<file path="config.mk">
export PLATFORM = sky130hd
export DESIGN_NAME = spi_tx_dma
export DESIGN_NICKNAME = d
export VERILOG_FILES = /design/src/rtl/spi_tx_pkg.sv /design/src/rtl/spi_tx_ctrl.sv /design/src/rtl/spi_tx_hold.sv /design/src/rtl/spi_tx_shift.sv /design/src/rtl/spi_tx_dma.sv
export SDC_FILE = /design/constraint.sdc
export NUM_CORES = 1
export LEC_CHECK = 0
export BUFFER_PORTS_ARGS = -buffer_cell sky130_fd_sc_hd__buf_2
export CAP_MARGIN = 0
export CELL_PAD_IN_SITES_DETAIL_PLACEMENT = 0
export CELL_PAD_IN_SITES_GLOBAL_PLACEMENT = 1
export CORE_ASPECT_RATIO = 1.2
export CORE_UTILIZATION = 35
export DETAILED_ROUTE_END_ITERATION = 12
export HOLD_SLACK_MARGIN = 0.12
export PLACE_DENSITY = 0.64
export SYNTH_ARGS = -nofsm -noshare
export SYNTH_HDL_FRONTEND = slang
export SYNTH_HIERARCHICAL = 1
export SYNTH_SLANG_ARGS = --single-unit
</file>
<file path="constraint.sdc">
create_clock -name clk -period 2.9 [get_ports clk]
set_input_delay 0.29 -clock clk [delete_from_list [all_inputs] [get_ports clk]]
set_output_delay 0.29 -clock clk [all_outputs]
set_load 0.01 [all_outputs]
</file>
<file path="src/rtl/spi_tx_pkg.sv">
package spi_tx_pkg;
    typedef enum logic [1:0] {
        SEL_GCTL = 2'd0,
        SEL_ICTL = 2'd1,
        SEL_DATA = 2'd2,
        SEL_DIV  = 2'd3
    } reg_sel_e;

    localparam int unsigned SPI_EN_POS  = 24;
    localparam int unsigned DMA_EN_POS  = 16;
endpackage

</file>
<file path="src/rtl/spi_tx_ctrl.sv">
module spi_tx_ctrl
    import spi_tx_pkg::*;
#(
    parameter int unsigned DATA_W = 32,
    parameter int unsigned DIV_W  = 8
) (
    input  logic              clk,
    input  logic              rst_n,
    input  logic              wr_en,
    input  logic [1:0]        wr_addr,
    input  logic [DATA_W-1:0] wr_data,
    input  logic              take,
    output logic              spi_en,
    output logic              dma_en,
    output logic [DIV_W-1:0]  div,
    output logic              data_wr,
    output logic              dma_req
);
    typedef struct packed {
        logic             en;
        logic             den;
        logic [DIV_W-1:0] div;
        logic             req;
    } ctrl_t;

    ctrl_t ctl_d, ctl_q;
    logic  first_req;

    always_comb begin
        ctl_d = ctl_q;
        if (wr_en) begin
            case (reg_sel_e'(wr_addr))
                SEL_GCTL: ctl_d.en  = wr_data[SPI_EN_POS];
                SEL_ICTL: ctl_d.den = wr_data[DMA_EN_POS];
                SEL_DIV:  ctl_d.div = wr_data[DIV_W-1:0];
                default:  ;
            endcase
        end
        // a start pulse comes from whichever enable arrives second
        first_req = (ctl_d.den && !ctl_q.den && ctl_q.en) ||
                    (ctl_d.en  && !ctl_q.en  && ctl_q.den);
        ctl_d.req = first_req || (take && ctl_d.den);
    end

    always_ff @(posedge clk or negedge rst_n) begin
        if (!rst_n) ctl_q <= '0;
        else        ctl_q <= ctl_d;
    end

    assign spi_en  = ctl_q.en;
    assign dma_en  = ctl_q.den;
    assign div     = ctl_q.div;
    assign dma_req = ctl_q.req;
    assign data_wr = wr_en && (reg_sel_e'(wr_addr) == SEL_DATA) && ctl_q.en;

    p_req_gated_r5: assert property (@(posedge clk) disable iff (!rst_n)
        dma_req |-> dma_en);
    p_first_den_r6: assert property (@(posedge clk) disable iff (!rst_n)
        ($rose(dma_en) && $past(spi_en)) |-> dma_req);
    p_first_en_r7: assert property (@(posedge clk) disable iff (!rst_n)
        ($rose(spi_en) && $past(dma_en)) |-> dma_req);
endmodule

</file>
<file path="src/rtl/spi_tx_hold.sv">
module spi_tx_hold #(
    parameter int unsigned CHAR_W = 8
) (
    input  logic              clk,
    input  logic              rst_n,
    input  logic              en,
    input  logic              wr,
    input  logic [CHAR_W-1:0] wdata,
    input  logic              take,
    output logic              avail,
    output logic [CHAR_W-1:0] char_out
);
    typedef struct packed {
        logic [CHAR_W-1:0] dat;
        logic [CHAR_W-1:0] stg;
        logic              dat_v;
        logic              stg_v;
    } hold_t;

    hold_t hld_d, hld_q;

    always_comb begin
        hld_d = hld_q;
        if (take) begin
            if (hld_q.stg_v) begin
                hld_d.stg   = hld_q.dat;
                hld_d.stg_v = hld_q.dat_v;
            end
            hld_d.dat_v = 1'b0;
        end else if (hld_q.dat_v && !hld_q.stg_v) begin
            hld_d.stg   = hld_q.dat;
            hld_d.stg_v = 1'b1;
            hld_d.dat_v = 1'b0;
        end
        if (wr) begin
            hld_d.dat   = wdata;
            hld_d.dat_v = 1'b1;
        end
        if (!en) begin
            hld_d.dat_v = 1'b0;
            hld_d.stg_v = 1'b0;
        end
    end

    always_ff @(posedge clk or negedge rst_n) begin
        if (!rst_n) hld_q <= '0;
        else        hld_q <= hld_d;
    end

    assign avail    = hld_q.stg_v || hld_q.dat_v;
    assign char_out = hld_q.stg_v ? hld_q.stg : hld_q.dat;

    p_overwrite_r8: assert property (@(posedge clk) disable iff (!rst_n)
        (wr && en && !take && hld_q.dat_v && hld_q.stg_v)
            |=> (hld_q.dat == $past(wdata)) && hld_q.stg_v);
    p_flush_r9: assert property (@(posedge clk) disable iff (!rst_n)
        !en |=> !avail);
endmodule

</file>
<file path="src/rtl/spi_tx_shift.sv">
module spi_tx_shift #(
    parameter int unsigned CHAR_W = 8,
    parameter int unsigned DIV_W  = 8
) (
    input  logic              clk,
    input  logic              rst_n,
    input  logic              en,
    input  logic [DIV_W-1:0]  div,
    input  logic              avail,
    input  logic [CHAR_W-1:0] char_in,
    output logic              take,
    output logic              sclk,
    output logic              mosi,
    output logic              cs_n
);
    localparam int unsigned BIT_W = (CHAR_W > 1) ? $clog2(CHAR_W) : 1;
    localparam logic [BIT_W-1:0] LAST_BIT = BIT_W'(CHAR_W - 1);

    typedef struct packed {
        logic [CHAR_W-1:0] sh;
        logic [BIT_W-1:0]  bitn;
        logic [DIV_W-1:0]  cnt;
        logic              busy;
        logic              sclk;
        logic              cs_n;
    } shift_t;

    shift_t sh_d, sh_q;
    logic   tick, last_fall;

    always_comb begin
        tick      = (sh_q.cnt == div);
        last_fall = sh_q.busy && tick && sh_q.sclk && (sh_q.bitn == LAST_BIT);
        take      = en && avail && (!sh_q.busy || last_fall);

        sh_d = sh_q;
        if (sh_q.busy) begin
            sh_d.cnt = tick ? '0 : sh_q.cnt + 1'b1;
            if (tick) begin
                sh_d.sclk = !sh_q.sclk;
                if (sh_q.sclk) begin
                    if (sh_q.bitn == LAST_BIT) begin
                        sh_d.busy = 1'b0;
                        sh_d.cs_n = 1'b1;
                        sh_d.sh   = '0;
                    end else begin
                        sh_d.bitn = sh_q.bitn + 1'b1;
                        sh_d.sh   = {sh_q.sh[CHAR_W-2:0], 1'b0};
                    end
                end
            end
        end
        if (take) begin
            sh_d.sh   = char_in;
            sh_d.bitn = '0;
            sh_d.cnt  = '0;
            sh_d.busy = 1'b1;
            sh_d.sclk = 1'b0;
            sh_d.cs_n = 1'b0;
        end
        if (!en) begin
            sh_d.sh   = '0;
            sh_d.cnt  = '0;
            sh_d.busy = 1'b0;
            sh_d.sclk = 1'b0;
            sh_d.cs_n = 1'b1;
        end
    end

    always_ff @(posedge clk or negedge rst_n) begin
        if (!rst_n) begin
            sh_q      <= '0;
            sh_q.cs_n <= 1'b1;
        end else begin
            sh_q <= sh_d;
        end
    end

    assign sclk = sh_q.sclk;
    assign cs_n = sh_q.cs_n;
    assign mosi = sh_q.sh[CHAR_W-1];

    p_idle_r9: assert property (@(posedge clk) disable iff (!rst_n)
        !en |=> (cs_n && !sclk));
    p_mosi_hold_r2: assert property (@(posedge clk) disable iff (!rst_n)
        $rose(sclk) |-> $stable(mosi));
    p_sclk_in_frame_r2: assert property (@(posedge clk) disable iff (!rst_n)
        sclk |-> !cs_n);
endmodule

</file>
<file path="src/rtl/spi_tx_dma.sv">
module spi_tx_dma #(
    parameter int unsigned DATA_W = 32,
    parameter int unsigned CHAR_W = 8,
    parameter int unsigned DIV_W  = 8
) (
    input  logic              clk,
    input  logic              rst_n,
    input  logic              wr_en,
    input  logic [1:0]        wr_addr,
    input  logic [DATA_W-1:0] wr_data,
    output logic              sclk,
    output logic              mosi,
    output logic              cs_n,
    output logic              dma_req
);
    logic              spi_en, dma_en, data_wr, take, avail;
    logic [DIV_W-1:0]  div;
    logic [CHAR_W-1:0] next_char;

    spi_tx_ctrl #(.DATA_W(DATA_W), .DIV_W(DIV_W)) u_ctrl (
        .clk(clk), .rst_n(rst_n), .wr_en(wr_en), .wr_addr(wr_addr),
        .wr_data(wr_data), .take(take), .spi_en(spi_en), .dma_en(dma_en),
        .div(div), .data_wr(data_wr), .dma_req(dma_req)
    );

    spi_tx_hold #(.CHAR_W(CHAR_W)) u_hold (
        .clk(clk), .rst_n(rst_n), .en(spi_en), .wr(data_wr),
        .wdata(wr_data[CHAR_W-1:0]), .take(take), .avail(avail),
        .char_out(next_char)
    );

    spi_tx_shift #(.CHAR_W(CHAR_W), .DIV_W(DIV_W)) u_shift (
        .clk(clk), .rst_n(rst_n), .en(spi_en), .div(div), .avail(avail),
        .char_in(next_char), .take(take), .sclk(sclk), .mosi(mosi), .cs_n(cs_n)
    );

    p_no_req_off_r9: assert property (@(posedge clk) disable iff (!rst_n)
        (!spi_en && !$past(spi_en)) |-> !dma_req);
endmodule

</file>
# Word level (Yosys, flattened, before mapping)
# Cells that the tools add are included.
classes:
  muxes: 25
  reduce_logical: 33
  eq_ne: 13
  addsub: 2
ops:
  columns: ["op", "count"]
  rows:
  - ["two-way mux 8 bit", 6]
  - ["two-way mux 22 bit", 2]
  - ["two-way mux 11 bit", 3]
  - ["two-way mux 10 bit", 3]
  - ["!= test 3 x 1 -> 1 bit, second input constant", 5]
  - ["logical AND 1 bit", 13]
  - ["adder 8 x 1 -> 8 bit, second input constant", 1]
  - ["== test 8 bit", 1]
  - ["two-way mux 1 bit", 8]
  - ["AND reduction 4 bit", 2]
  - ["nonzero test 2 bit", 4]
  - ["two-way mux 3 bit", 2]
  - ["AND reduction 2 bit", 3]
  - ["zero test 1 bit", 5]
  - ["== test 2 bit, second input constant", 2]
  - ["logical OR 1 bit", 4]
  - ["!= test 4 x 2 -> 1 bit, second input constant", 1]
  - ["adder 3 x 1 -> 3 bit, second input constant", 1]
  - ["== test 3 bit, second input constant", 1]
  - ["AND reduction 3 bit", 1]
  - ["== test 2 x 1 -> 1 bit, second input constant", 1]
  - ["zero test 2 bit", 1]
  - ["two-way mux 2 bit", 1]
  - ["!= test 2 x 1 -> 1 bit, second input constant", 1]
  - ["!= test 2 bit, second input constant", 1]
totals:
  input_bits: 37
  wordCells: 87
  register_bits: 51
  out_inout_bits: 4

# Logic depth before layout (Yosys ltp)
logic_depth:
  word_depth: 9
  ltp_mapped: 9
  ltp_nobuf: 8

# Cells and area by module
# The synthesis kept the hierarchy.
by_module_without_submodules:
  columns: ["module", "cells_each", "area_per_inst_um2", "n_inst", "seq_area_each_um2"]
  rows:
  - ["spi_tx_shift", 142, 1417.6, 1, 551.8]
  - ["spi_tx_hold", 52, 799.5, 1, 450.4]
  - ["spi_tx_ctrl", 30, 460.4, 1, 275.3]

# Least setup slack after synthesis
# No wires, ideal clock.
synth_timing:
  path_type: "register to register"
  from: "register u_shift/sh_q[10] in the netlist's numbering"
  to: "register u_hold/hld_q[2] in the netlist's numbering"
  t_required_ns: 2.775
  arrival_time_ns: 2.552
  setup_time_ns: 0.125
  slack_ns: 0.223
  period_less_slack_ns: 2.677
  path_stages_with_launch: 10
  path_buffers: 1
  path_cell_list: "dfrtp_1 xor2_1 nor4_4 and4_1 buf_6 a21boi_2 nor3_1 nor3b_2 a21oi_4 mux2_2"
synth_via:
  elab_chain_cells: 8
  word_cells_on_any_way: 10
  classes_between: "eq/ne (2); mux (1); reduce/logical (7)"
synth_rtl:
  columns: ["item", "line", "rtl"]
  rows:
  - ["start: declaration", "spi_tx_shift.sv:28", "shift_t sh_d, sh_q;"]
  - ["== test 8 bit *", "spi_tx_shift.sv:32", "tick = (sh_q.cnt == div);"]
  - ["logical AND 1 bit * (3 in a row)", "spi_tx_shift.sv:33", "last_fall = sh_q.busy && tick && sh_q.sclk && (sh_q.bitn == LAST_BIT);"]
  - ["logical OR 1 bit *", "spi_tx_shift.sv:34", "take = en && avail && (!sh_q.busy || last_fall);"]
  - ["logical AND 1 bit *", "spi_tx_shift.sv:34", null]
  - ["net take", "spi_tx_dma.sv:16", "logic spi_en, dma_en, data_wr, take, avail;"]
  - ["!= test 2 x 1 -> 1 bit (no source line) or nonzero test 2 bit (tied branches)", null, null]
  - ["AND reduction 2 bit (no source line)", null, null]
  - ["end signal: assignment", "spi_tx_hold.sv:47", "else hld_q <= hld_d;"]
  - ["end: declaration", "spi_tx_hold.sv:20", "hold_t hld_d, hld_q;"]
# The timed path passes the listed nets; every way through them passes the cells marked *.
# A chain may end at the register's enable or synchronous reset.

# Worst setup path after layout
layout_timing:
  from: "register u_shift/sh_q[7] in the netlist's numbering"
  to: "register u_hold/hld_q[7] in the netlist's numbering"
# The elaborated chain is that of the path after synthesis.

==> impl_metrics.ini <==
[cells_and_area]
mostFrequentLayoutCell = dfrtp_1
fin_nets = 288
syn_to_final_growth_pct = 11.40
drive_gt1_share_pct = 33.73
diodes = 0
final_cell_mix = 50 x dfrtp_1, 31 x mux2_2, 18 x buf_2

[global_routing]
grt_first_pass_wirelength_um = 8997
use_met3_pct = 3.178
grt_max_degree = 36
grt_pass1_vias = 1745
grt_usage_pct = 14.88
grtUsageMet1_pct = 20.97
overflow = 0
antenna_found_initial = 0
met2_usage_pct = 22.70
grt-busiest-layer = met2

[pwr]
p_sw_share_pct = 29.70
p_clk_share_pct = 25.6
power_switching_mw = 0.5043
seqPwrFrac_pct = 53.4
vdd_drop_max_mv = 0.2792
p_leak_nw = 1.407
p_total_mw = 1.698
cellPowerDensity_mw_per_mm2 = 569.3
p_comb_share_pct = 21.0
internal_power_mw = 1.194

[floorplanning]
die_w_um = 81.85
initial_core_util_pct = 36.59
dieArea_mm2 = 0.008006
core_area_mm2 = 0.007317
fp.dieH_um = 97.82
io_pins = 41
fp-row-count = 34

[synthesis]
ys_ff_latch = 51
synth_warnings = 6
synthArstFlopShare_pct = 100.0
synth_cell_types = 49
post_synth.cell_area_avg_um2 = 11.95
synth_cells = 224
yosys.area.top_type_share_pct = 46.73
netlist_area_mm2 = 0.002678
syn-num-nets = 264
synth_edf_count = 0
synth_ff_type = dfrtp_1
yosysSeqAreaShare_pct = 47.71
synth_top_cell_by_area = dfrtp_1
yosys-top-cells-area = dfrtp_1 47%, mux2_2 13%, mux2_4 3.9%

[sta]
timing.final.crit_share_pct = 88.78
fin_skew_ns = 0.01422
maxSlewHeadroom_pct = 47.33
fin_crit_ns = 2.575
setup_viol = 0
final_hold_viol_count = 0
rsz0062_at_grt = no
drv_slew = 0
fin_tns_setup_ns = 0
worst_pin_slew_ns = 0.7900
fmax_mhz = 388.4

[critical_path]
path_cells = xor2_1 -> nor4_4 -> and4_1 -> a21boi_2 -> nor3_1 -> nor3b_2 -> a21oi_4 -> mux2_2
endpoint_kind = flip-flop
cp_max_fo = 8
critical_path_required_ns = 3.10
worstRegToRegCells = 8
setup.worst_path.start_class = flip-flop
cpMaxStageDelayCell = dfrtp_1
crit_path_max_incr_delay_ns = 0.45
arrival_ns = 2.77
crit_type = reg -> reg
regToRegSetupSlack_ns = 0.33

[flow_run]
max_cap_viol_count = 0

[clock_network]
cts_resized = 0
htreeDepth = 2
ctsHoldBuffers = 1
cts_buffers = 5
cts.sinks = 51
post-cts-setup-buffers = 0
cts_root_buf = clkbuf_8
clk_pin_slew_ns = 0.11
tritoncts = yes
cts.path.max_buffers = 2
clk_latency_ns = 0.31

[status]
status = completed

[routing]
vias_per_cell = 5.324
drt_iter0_markers = 75
wl_per_cell_um = 15.58
dr.pass1.iters = 4
drc = 0
routed_wl_um = 5282
vias = 1805
ant_nets = 0

[place]
dpl.hpwl_um = 3728
placement.io_buffers = 18
place_congestion = 0.7203

[hold_path]
hold_depth = 2
hold_path_class = in -> reg
## logic make-up after synthesis
family | synth area share (%)
multiplexers | 18.97
adder cells (fa/ha/maj) | 1.776
buffers and inverters | 3.037
flip-flops | 47.71
XOR/XNOR | 3.271
AND/OR/NAND/NOR | 12.34
AO/OA/AOI/OAI | 12.90
## power groups by stage
stage	clock network, mW	logic [mW]	registers, mW
2_1_floorplan	0	0.278	0.897
6_report	0.435	0.357	0.907
3_3_place_gp	0	0.357	0.919
4_1_cts	0.459	0.364	0.909
5_1_grt	0.483	0.394	0.925
3_5_place_dp	0	0.362	0.925
## cell type report
class / count / area (µm²)
Multi-Input combinational cell: 158 / 1319
Tap cell: 90 / 112.6
Inverter: 5 / 18.77
Timing Repair Buffer: 27 / 160.2
Clock buffer: 5 / 68.82
Clock inverter: 3 / 26.28
Fill cell: 732 / 4334
Sequential cell: 51 / 1277
## state kept, by name (all words and copies together), names as in the netlist
signal	count
u_shift/sh_q	19
u_hold/hld_q	18
u_ctrl/div	8
u_ctrl/dma_en	1
u_ctrl/dma_req	1
u_ctrl/spi_en	1
u_shift/cs_n	1
u_shift/mosi	1
u_shift/sclk	1
## routing by layer
metal / share of wire, % / wire length [µm] / vias to the layer above
met1: 49 / 2589 / 910
met4: 1.4 / 72 / 0
met3: 2.3 / 121 / 6
li1: - / - / 869
met5: 0 / 0 / -
met2: 47 / 2499 / 20
## Yosys cell counts, types with 3 or more instances
cell      count
o21ai_0       3
xor2_1        9
buf_6         3
inv_1         5
nor2b_1       3
a41o_1        7
ha_1          3
mux2_2       31
a21o_1        7
mux2_4        7
a22oi_1       7
nand3_1       4
a21oi_1       3
clkbuf_1      5
dfrtp_1      50
nor3_1        4
nand2_1      16
mux2_1        3
nor2_1       13
o211ai_1      5
## metrics by stage
stage	worst slack, ns	utilization, %	instances	hold WS [ns]	cell area [µm²]
final	0.3252	40.77	339	0.2138	2983
after floorplan	0.2234	-	224	-0.005591	2678
after global placement	0.3200	39.33	330	0.4224	2878
after detailed placement	0.3387	39.33	330	0.4316	2878
after global routing	0.1519	40.77	339	0.1952	2983
after CTS	0.3069	40.77	339	0.2026	2983
## path summary, 6_finish.rpt
| check | start | endpoint |
|---|---|---|
| max | u_shift/sh_q[7]$_DFFE_PN0P_ | u_hold/hld_q[7]$_DFFE_PN0P_ |
| min | wr_data[6] | u_ctrl/div[6]$_DFFE_PN0P_ |
| max reg2reg | u_shift/sh_q[7]$_DFFE_PN0P_ | u_hold/hld_q[7]$_DFFE_PN0P_ |
| min reg2reg | u_hold/hld_q[4]$_DFFE_PN0P_ | u_hold/hld_q[4]$_DFFE_PN0P_ |
| max in group asynchronous | rst_n | u_shift/cs_n$_DFFE_PN1P_ |
| min in group asynchronous | rst_n | u_ctrl/div[4]$_DFFE_PN0P_ |
## worst max-delay path, delay by kind of cell, from the launching register on
family          cells  cell delay (ns)
simple gates        4             1.06
mux                 1             0.37
flops               1             0.45
xor+xnor            1             0.19
compound gates      2             0.38
Note: power is estimated with default switching activity, not from simulation.
